===== config.mk =====
export PLATFORM = sky130hd
export DESIGN_NAME = byte_alu
export DESIGN_NICKNAME = d
export VERILOG_FILES = /design/src/rtl/byte_alu_pkg.sv /design/src/rtl/byte_alu_addsub.sv /design/src/rtl/byte_alu_logic.sv /design/src/rtl/byte_alu_flagmerge.sv /design/src/rtl/byte_alu.sv
export SDC_FILE = /design/constraint.sdc
export NUM_CORES = 1
export LEC_CHECK = 0
export CAP_MARGIN = 20
export CORE_ASPECT_RATIO = 1.1
export CORE_UTILIZATION = 30
export CTS_CLUSTER_SIZE = 12
export DETAILED_ROUTE_END_ITERATION = 16
export PLACE_DENSITY_LB_ADDON = 0.2
export SLEW_MARGIN = 20
export SYNTH_ARGS = -nofsm -noshare
export SYNTH_HDL_FRONTEND = slang
export SYNTH_SLANG_ARGS = --single-unit

===== constraint.sdc =====
create_clock -name clk -period 5.35 [get_ports clk]
set_input_delay 1.07 -clock clk [delete_from_list [all_inputs] [get_ports clk]]
set_output_delay 1.07 -clock clk [all_outputs]
set_load 0.01 [all_outputs]

===== src/rtl/byte_alu_pkg.sv =====
package byte_alu_pkg;

    localparam int DW   = 8;
    localparam int HALF = 4;
    localparam int OPW  = 4;

    typedef enum logic [OPW-1:0] {
        OP_ADD  = 4'd0,
        OP_ADC  = 4'd1,
        OP_SUB  = 4'd2,
        OP_SBC  = 4'd3,
        OP_AND  = 4'd4,
        OP_OR   = 4'd5,
        OP_XOR  = 4'd6,
        OP_INC  = 4'd7,
        OP_DEC  = 4'd8,
        OP_COM  = 4'd9,
        OP_NEG  = 4'd10,
        OP_SER  = 4'd11,
        OP_CBR  = 4'd12,
        OP_WADD = 4'd13,
        OP_WSUB = 4'd14,
        OP_RSV  = 4'd15
    } alu_op_e;

    // status bit positions (bits 7 and 6 are never written here)
    localparam int FL_C = 0;
    localparam int FL_Z = 1;
    localparam int FL_N = 2;
    localparam int FL_V = 3;
    localparam int FL_S = 4;
    localparam int FL_H = 5;

    localparam logic [DW-1:0] MASK_ARITH = 8'h3F; // H S V N Z C
    localparam logic [DW-1:0] MASK_LOGIC = 8'h1E; // S V N Z
    localparam logic [DW-1:0] MASK_CWORD = 8'h1F; // S V N Z C
    localparam logic [DW-1:0] MASK_NONE  = 8'h00;

    typedef enum logic {
        PH_IDLE = 1'b0,
        PH_HIGH = 1'b1
    } phase_e;

    typedef struct packed {
        phase_e          phase;
        logic            wsub;
        logic            wcarry;
        logic [DW-1:0]   hi;
        logic [DW-1:0]   lo;
        logic [DW-1:0]   result;
        logic [DW-1:0]   result_hi;
        logic            done;
        logic [DW-1:0]   status;
    } alu_state_t;

    function automatic logic [DW-1:0] flag_mask(alu_op_e op);
        case (op)
            OP_ADD, OP_ADC, OP_SUB, OP_SBC, OP_NEG:         return MASK_ARITH;
            OP_AND, OP_OR, OP_XOR, OP_CBR, OP_INC, OP_DEC:  return MASK_LOGIC;
            OP_COM, OP_WADD, OP_WSUB:                       return MASK_CWORD;
            default:                                        return MASK_NONE;
        endcase
    endfunction

    function automatic logic is_word(alu_op_e op);
        return (op == OP_WADD) || (op == OP_WSUB);
    endfunction

    function automatic logic is_arith(alu_op_e op);
        case (op)
            OP_ADD, OP_ADC, OP_SUB, OP_SBC,
            OP_INC, OP_DEC, OP_NEG:          return 1'b1;
            default:                         return 1'b0;
        endcase
    endfunction

endpackage


===== src/rtl/byte_alu_addsub.sv =====
module byte_alu_addsub #(
    parameter int W    = 8,
    parameter int HBIT = 4
) (
    input  logic [W-1:0] a,
    input  logic [W-1:0] b,
    input  logic         sub,
    input  logic         cin,   // carry in (add) or borrow in (sub)
    output logic [W-1:0] r,
    output logic         co,    // carry out (add) or borrow out (sub)
    output logic         h,     // carry/borrow out of bit HBIT-1
    output logic         v
);
    logic [W-1:0] bx;
    logic         cin_eff;
    logic [W:0]   full;

    always_comb begin
        bx      = b ^ {W{sub}};
        cin_eff = sub ? ~cin : cin;
        full    = {1'b0, a} + {1'b0, bx} + {{W{1'b0}}, cin_eff};
        r       = full[W-1:0];
        co      = full[W] ^ sub;
        // carry into bit HBIT recovered from the sum bit
        h       = (a[HBIT] ^ bx[HBIT] ^ full[HBIT]) ^ sub;
        v       = (a[W-1] == bx[W-1]) && (full[W-1] != a[W-1]);
    end
endmodule


===== src/rtl/byte_alu_logic.sv =====
module byte_alu_logic
    import byte_alu_pkg::*;
#(
    parameter int W = DW
) (
    input  alu_op_e      op,
    input  logic [W-1:0] a,
    input  logic [W-1:0] b,
    output logic [W-1:0] r
);
    always_comb begin
        case (op)
            OP_AND:  r = a & b;
            OP_OR:   r = a | b;
            OP_XOR:  r = a ^ b;
            OP_CBR:  r = a & ~b;
            OP_COM:  r = ~a;
            OP_SER:  r = {W{1'b1}};
            default: r = a;
        endcase
    end
endmodule


===== src/rtl/byte_alu_flagmerge.sv =====
module byte_alu_flagmerge
    import byte_alu_pkg::*;
(
    input  logic [DW-1:0] cur,
    input  logic [DW-1:0] cand,
    input  logic [DW-1:0] mask,
    output logic [DW-1:0] nxt
);
    logic [DW-1:0] cand_s;

    always_comb begin
        cand_s       = cand;
        cand_s[FL_S] = cand[FL_N] ^ cand[FL_V];
    end

    for (genvar g = 0; g < DW; g++) begin : g_bit
        assign nxt[g] = mask[g] ? cand_s[g] : cur[g];
    end
endmodule


===== src/rtl/byte_alu.sv =====
module byte_alu
    import byte_alu_pkg::*;
#(
    parameter int IMM_W = 6
) (
    input  logic          clk,
    input  logic          rst_n,
    input  logic          issue,
    input  logic [3:0]    opcode,
    input  logic [7:0]    src_a,
    input  logic [7:0]    src_b,
    input  logic [7:0]    pair_hi,
    output logic [7:0]    result,
    output logic [7:0]    result_hi,
    output logic          done,
    output logic          busy,
    output logic [7:0]    status
);
    localparam int PAD_W = DW - IMM_W;

    alu_state_t st_q, st_d;
    alu_op_e    op;

    logic [DW-1:0] imm_k;
    logic [DW-1:0] add_a, add_b, add_r;
    logic          add_sub, add_cin, add_co, add_h, add_v;
    logic [DW-1:0] log_r, byte_res;
    logic [DW-1:0] cand, mask, merged;

    assign op    = alu_op_e'(opcode);
    assign imm_k = {{PAD_W{1'b0}}, src_b[IMM_W-1:0]};

    // operand steering for the single shared adder
    always_comb begin
        add_a   = src_a;
        add_b   = src_b;
        add_sub = 1'b0;
        add_cin = 1'b0;
        if (st_q.phase == PH_HIGH) begin
            add_a   = st_q.hi;
            add_b   = '0;
            add_sub = st_q.wsub;
            add_cin = st_q.wcarry;
        end else begin
            case (op)
                OP_ADC:  add_cin = st_q.status[FL_C];
                OP_SUB:  add_sub = 1'b1;
                OP_SBC: begin
                    add_sub = 1'b1;
                    add_cin = st_q.status[FL_C];
                end
                OP_INC:  add_b = 8'd1;
                OP_DEC: begin
                    add_b   = 8'd1;
                    add_sub = 1'b1;
                end
                OP_NEG: begin
                    add_a   = '0;
                    add_b   = src_a;
                    add_sub = 1'b1;
                end
                OP_WADD: add_b = imm_k;
                OP_WSUB: begin
                    add_b   = imm_k;
                    add_sub = 1'b1;
                end
                default: ;
            endcase
        end
    end

    byte_alu_addsub #(.W(DW), .HBIT(HALF)) u_addsub (
        .a   (add_a),
        .b   (add_b),
        .sub (add_sub),
        .cin (add_cin),
        .r   (add_r),
        .co  (add_co),
        .h   (add_h),
        .v   (add_v)
    );

    byte_alu_logic #(.W(DW)) u_logic (
        .op (op),
        .a  (src_a),
        .b  (src_b),
        .r  (log_r)
    );

    // candidate flags and write mask
    always_comb begin
        byte_res = is_arith(op) ? add_r : log_r;
        cand     = '0;
        mask     = MASK_NONE;
        if (st_q.phase == PH_HIGH) begin
            cand[FL_Z] = (add_r == '0) && (st_q.lo == '0);
            cand[FL_N] = add_r[DW-1];
            cand[FL_V] = add_v;
            cand[FL_C] = add_co;
            mask       = MASK_CWORD;
        end else if (issue && !is_word(op)) begin
            cand[FL_Z] = (byte_res == '0);
            cand[FL_N] = byte_res[DW-1];
            cand[FL_V] = is_arith(op) ? add_v : 1'b0;
            cand[FL_C] = (op == OP_COM) ? 1'b1 : add_co;
            cand[FL_H] = add_h;
            mask       = flag_mask(op);
        end
    end

    byte_alu_flagmerge u_merge (
        .cur  (st_q.status),
        .cand (cand),
        .mask (mask),
        .nxt  (merged)
    );

    // next state
    always_comb begin
        st_d      = st_q;
        st_d.done = 1'b0;
        if (st_q.phase == PH_HIGH) begin
            st_d.phase     = PH_IDLE;
            st_d.result    = st_q.lo;
            st_d.result_hi = add_r;
            st_d.done      = 1'b1;
            st_d.status    = merged;
        end else if (issue) begin
            if (is_word(op)) begin
                st_d.phase  = PH_HIGH;
                st_d.lo     = add_r;
                st_d.hi     = pair_hi;
                st_d.wcarry = add_co;
                st_d.wsub   = (op == OP_WSUB);
            end else begin
                st_d.result    = byte_res;
                st_d.result_hi = '0;
                st_d.done      = 1'b1;
                st_d.status    = merged;
            end
        end
    end

    always_ff @(posedge clk or negedge rst_n) begin
        if (!rst_n) begin
            st_q <= '0;
        end else begin
            st_q <= st_d;
        end
    end

    assign result    = st_q.result;
    assign result_hi = st_q.result_hi;
    assign done      = st_q.done;
    assign busy      = (st_q.phase == PH_HIGH);
    assign status    = st_q.status;

endmodule


==> summary.txt, run 1 <==
Timing
  • Max_slew headroom: 35.6%
  • Shortest period the worst path allows: 5020 ps
  • Slew Viols, Final: 0
  • Worst Clk Skew: 6.05 ps
  • Least-Margin Pin Slew: 966 ps
  • Fin crit share: 93.8%
  • Max Fclk: 199 MHz
  • Final WS setup: 334 ps
  • RSZ-0062 raised after global routing: no
  • Finish-stage setup viols: 0
  • Setup_tns: 0 ps
  • Hold Fails Final Rpt: 0

Routing
  • Post-route ant nets: 0
  • Routed wirelength normalized by instance count: 17.0 µm
  • Residual DRC: 0
  • DR pass1 iterations: 4
  • Initial DRC Count: 187
  • Via density: 5.24
  • WL final: 10.8 mm
  • Via count: 3319

Power and ir drop
  • Power Density: 302 nW/µm²
  • Pint: 0.000836 W
  • Sw frac: 36.2%
  • Reg power frac: 33.6%
  • NetSw: 0.000475 W
  • Final total power: 0.00131 W
  • Max IR drop VDD: 0.121 mV
  • Comb pwr share: 41.8%
  • Lkg Pwr: 1.86 nW
  • Clock power share: 24.6%

Setup path
  • Register-to-register setup slack: 1800 ps
  • Worst Setup End Kind: flip-flop
  • CP Launch Point: opcode[0]
  • Worst reg2reg path depth: 11
  • CP Max Fanout: 4
  • Worst r2r dst: status[1]
  • Crit path DAT: 5210 ps
  • Worst r2r src: busy
  • Worst endpoint required time: 5540 ps
  • CP Class: primary input to flip-flop
  • Startpoint Class: primary input

Worst hold path
  • Worst hold path startpoint: st_q[36]
  • Depth of the worst hold-timing path: 2
  • HP Class: flip-flop to flip-flop
  • Worst Hold Endpoint: st_q[36]

Cells and area
  • Final core utilization: 37.5%
  • Layout cell share with drive strength beyond 1: 8.88%
  • Filler cell count: 1246
  • P&R area growth vs syn: 19.9%
  • Final instance area: 4350 µm²
  • Net count, final: 537
  • # diodes: 0

Yosys
  • Avg Cell Area, Syn: 8.05 µm²
  • EDFF count, synth: 0
  • Synth top cells by count: nand2_1 (82), dfrtp_1 (42), o21ai_0 (34), inv_1 (27), buf_4 (25)
  • Post-synth top area cell: dfrtp_1
  • Syn Inst Count: 450
  • Post-Syn Area: 3620 µm²
  • Post-synthesis register bit count: 42
  • Fraction of registers with async set/reset: 100%
  • Unique masters post-synth: 67
  • Ranking of synthesized cells by area: dfrtp_1 (29%), nand2_1 (8.5%), ha_1 (7.3%), buf_4 (5.2%), o21ai_0 (4.7%)
  • Synth Warn #: 0
  • Post-synth top area share: 29.0%
  • Count leader, synth: nand2_1
  • Post-synth top flop: dfrtp_1
  • Sequential-to-total area share from yosys stat: 29.0%

Placement
  • Setup WS pre-CTS: 85.1 ps
  • Dpl cell area: 4190 µm²
  • GPL Wtd Cong: 0.911
  • Post-DP HPWL: 8.18 mm
  • PortBufs: 54

CTS
  • Clock Path Buffers: 2
  • Post-cts hold buffer count: 0
  • Num CTS Buffers: 5
  • CTS root buf: clkbuf_16
  • TritonCTS clock tree: built
  • Sink Count: 42
  • H-tree levels: 2
  • Later-pin clock latency in the skew report: 290 ps
  • Buffers inserted by post-CTS timing repair: 0
  • CTS clock-pin slew for the worst setup and hold paths: 60 ps

Floorplanning
  • # rows: 41
  • Die Ht: 117 µm
  • Die footprint: 12500 µm²
  • Core Area: 11600 µm²
  • Starting Density: 31.3%
  • Die X: 107 µm
  • # IOs: 57

Outcome
  • Status: complete, no violations

Global routing
  • First-pass GRT wire length: 17.6 mm
  • Initial antenna violation count: 0
  • Largest net degree at the start of global routing: 56
  • Vias in the first global route: 3258
  • Total gr overflow: 0
  • Gr usage total: 18.3%

Flow run
  • Total of max-cap violations: 0
[critical path: stages]
cell and delay [ps]:
clkdlybuf4s50_1 550, inv_1 100, ha_1 260, o21ai_0 210, and2_1 200, a21oi_1 50, a21oi_1 150, xnor2_1 140
o21ai_0 120, fa_1 480, fa_1 480, nor2b_1 130, o21a_1 160, o21a_1 190, nor2_1 80, or4_1 520
o31a_1 260, o31ai_2 60
[timing repair]
item | 4_1_cts | 5_1_grt
endpoints found under the setup margin | 0 | 3
gates resized for setup | 0 | 2
endpoints found under the hold margin | 0 | 0
[layer usage]
metal | GRT usage, % | vias up | wire length, µm
met1 | 23.5 | 1594 | 4900
met5 | 0 | - | 0
li1 | - | 1630 | -
met4 | 6.39 | 0 | 235
met2 | 31.5 | 81 | 5200
met3 | 2.60 | 14 | 434
[power groups by stage]
stage	logic (W)	registers [W]	clock network, W
2_1_floorplan	0.000378	0.000431	0
5_1_grt	0.000615	0.000450	0.000340
6_report	0.000549	0.000441	0.000322
4_1_cts	0.000553	0.000443	0.000328
3_5_place_dp	0.000551	0.000448	0
3_3_place_gp	0.000549	0.000446	0
[kinds of logic after synthesis]
family,Yosys count,share of synthesized area [%]
buf+inv,74,11.0
other cells,1,0.103
flops,42,29.0
simple gates,152,19.8
mux,10,2.83
compound gates,129,24.3
xor+xnor,19,4.59
fa+ha+maj,23,8.36
[flip-flops by register name (all words and copies together), names as in the netlist]
register	cells
result_hi	8
status	6
result	8
busy	1
st_q	18
done	1
[stage by stage]
step	hold slack, ps	std cells
2_1_floorplan	446	451
3_3_place_gp	464	626
3_5_place_dp	464	626
4_1_cts	481	634
5_1_grt	487	634
6_report	475	634
[cell type report]
| type | count | area, µm² | share of cell area, % |
|---|---|---|---|
| multi-input cells | 335 | 2180 | 50.2 |
| flip-flops and latches | 42 | 1050 | 24.2 |
| repair buffers | 72 | 673 | 15.5 |
| well taps | 150 | 188 | 4.32 |
| clock buffers | 7 | 143 | 3.28 |
| inverters | 27 | 101 | 2.33 |
| clock inverters | 1 | 8.76 | 0.202 |
[how the worst max path moves through the flow]
| stage | endpoint | slack [ps] |
|---|---|---|
| after floorplan | status[1] | 580 |
| after global placement | status[1] | 110 |
| after detailed placement | status[1] | 90 |
| after CTS | status[1] | 370 |
| after global routing | result[6] | 20 |
| final | status[1] | 330 |
[cells in the final DEF (no fill, tap or decap), types with 3 or more instances in the layout]
cell	Yosys	final
ha_1	21	21
and3_1	4	4
o22ai_1	8	8
mux2i_1	8	8
a21oi_1	19	19
inv_1	27	27
nand3_1	6	6
clkdlybuf4s50_1	0	52
a22oi_1	11	11
nor2b_1	3	3
a32oi_1	5	5
o21ai_0	34	34
nor3_1	8	8
clkbuf_16	0	5
nand2_1	82	81
nor4_1	3	3
xnor2_1	16	16
nor2_1	20	20
a211oi_1	3	3
o31ai_1	7	7
dfrtp_1	42	41
nand2b_1	3	3
buf_4	25	18
o21a_1	15	15
xor2_1	3	3
(Power assumes the default switching activity.)
==> run 2: changes to the inputs <==
--- a/config.mk
+++ b/config.mk
@@ -11,7 +11,6 @@
 export CTS_CLUSTER_SIZE = 12
 export DETAILED_ROUTE_END_ITERATION = 16
 export PLACE_DENSITY_LB_ADDON = 0.2
-export SLEW_MARGIN = 20
 export SYNTH_ARGS = -nofsm -noshare
 export SYNTH_HDL_FRONTEND = slang
 export SYNTH_SLANG_ARGS = --single-unit
==> results of run 2 <==
Same layout as run 1: the final DEF is identical, and so are final timing and power.
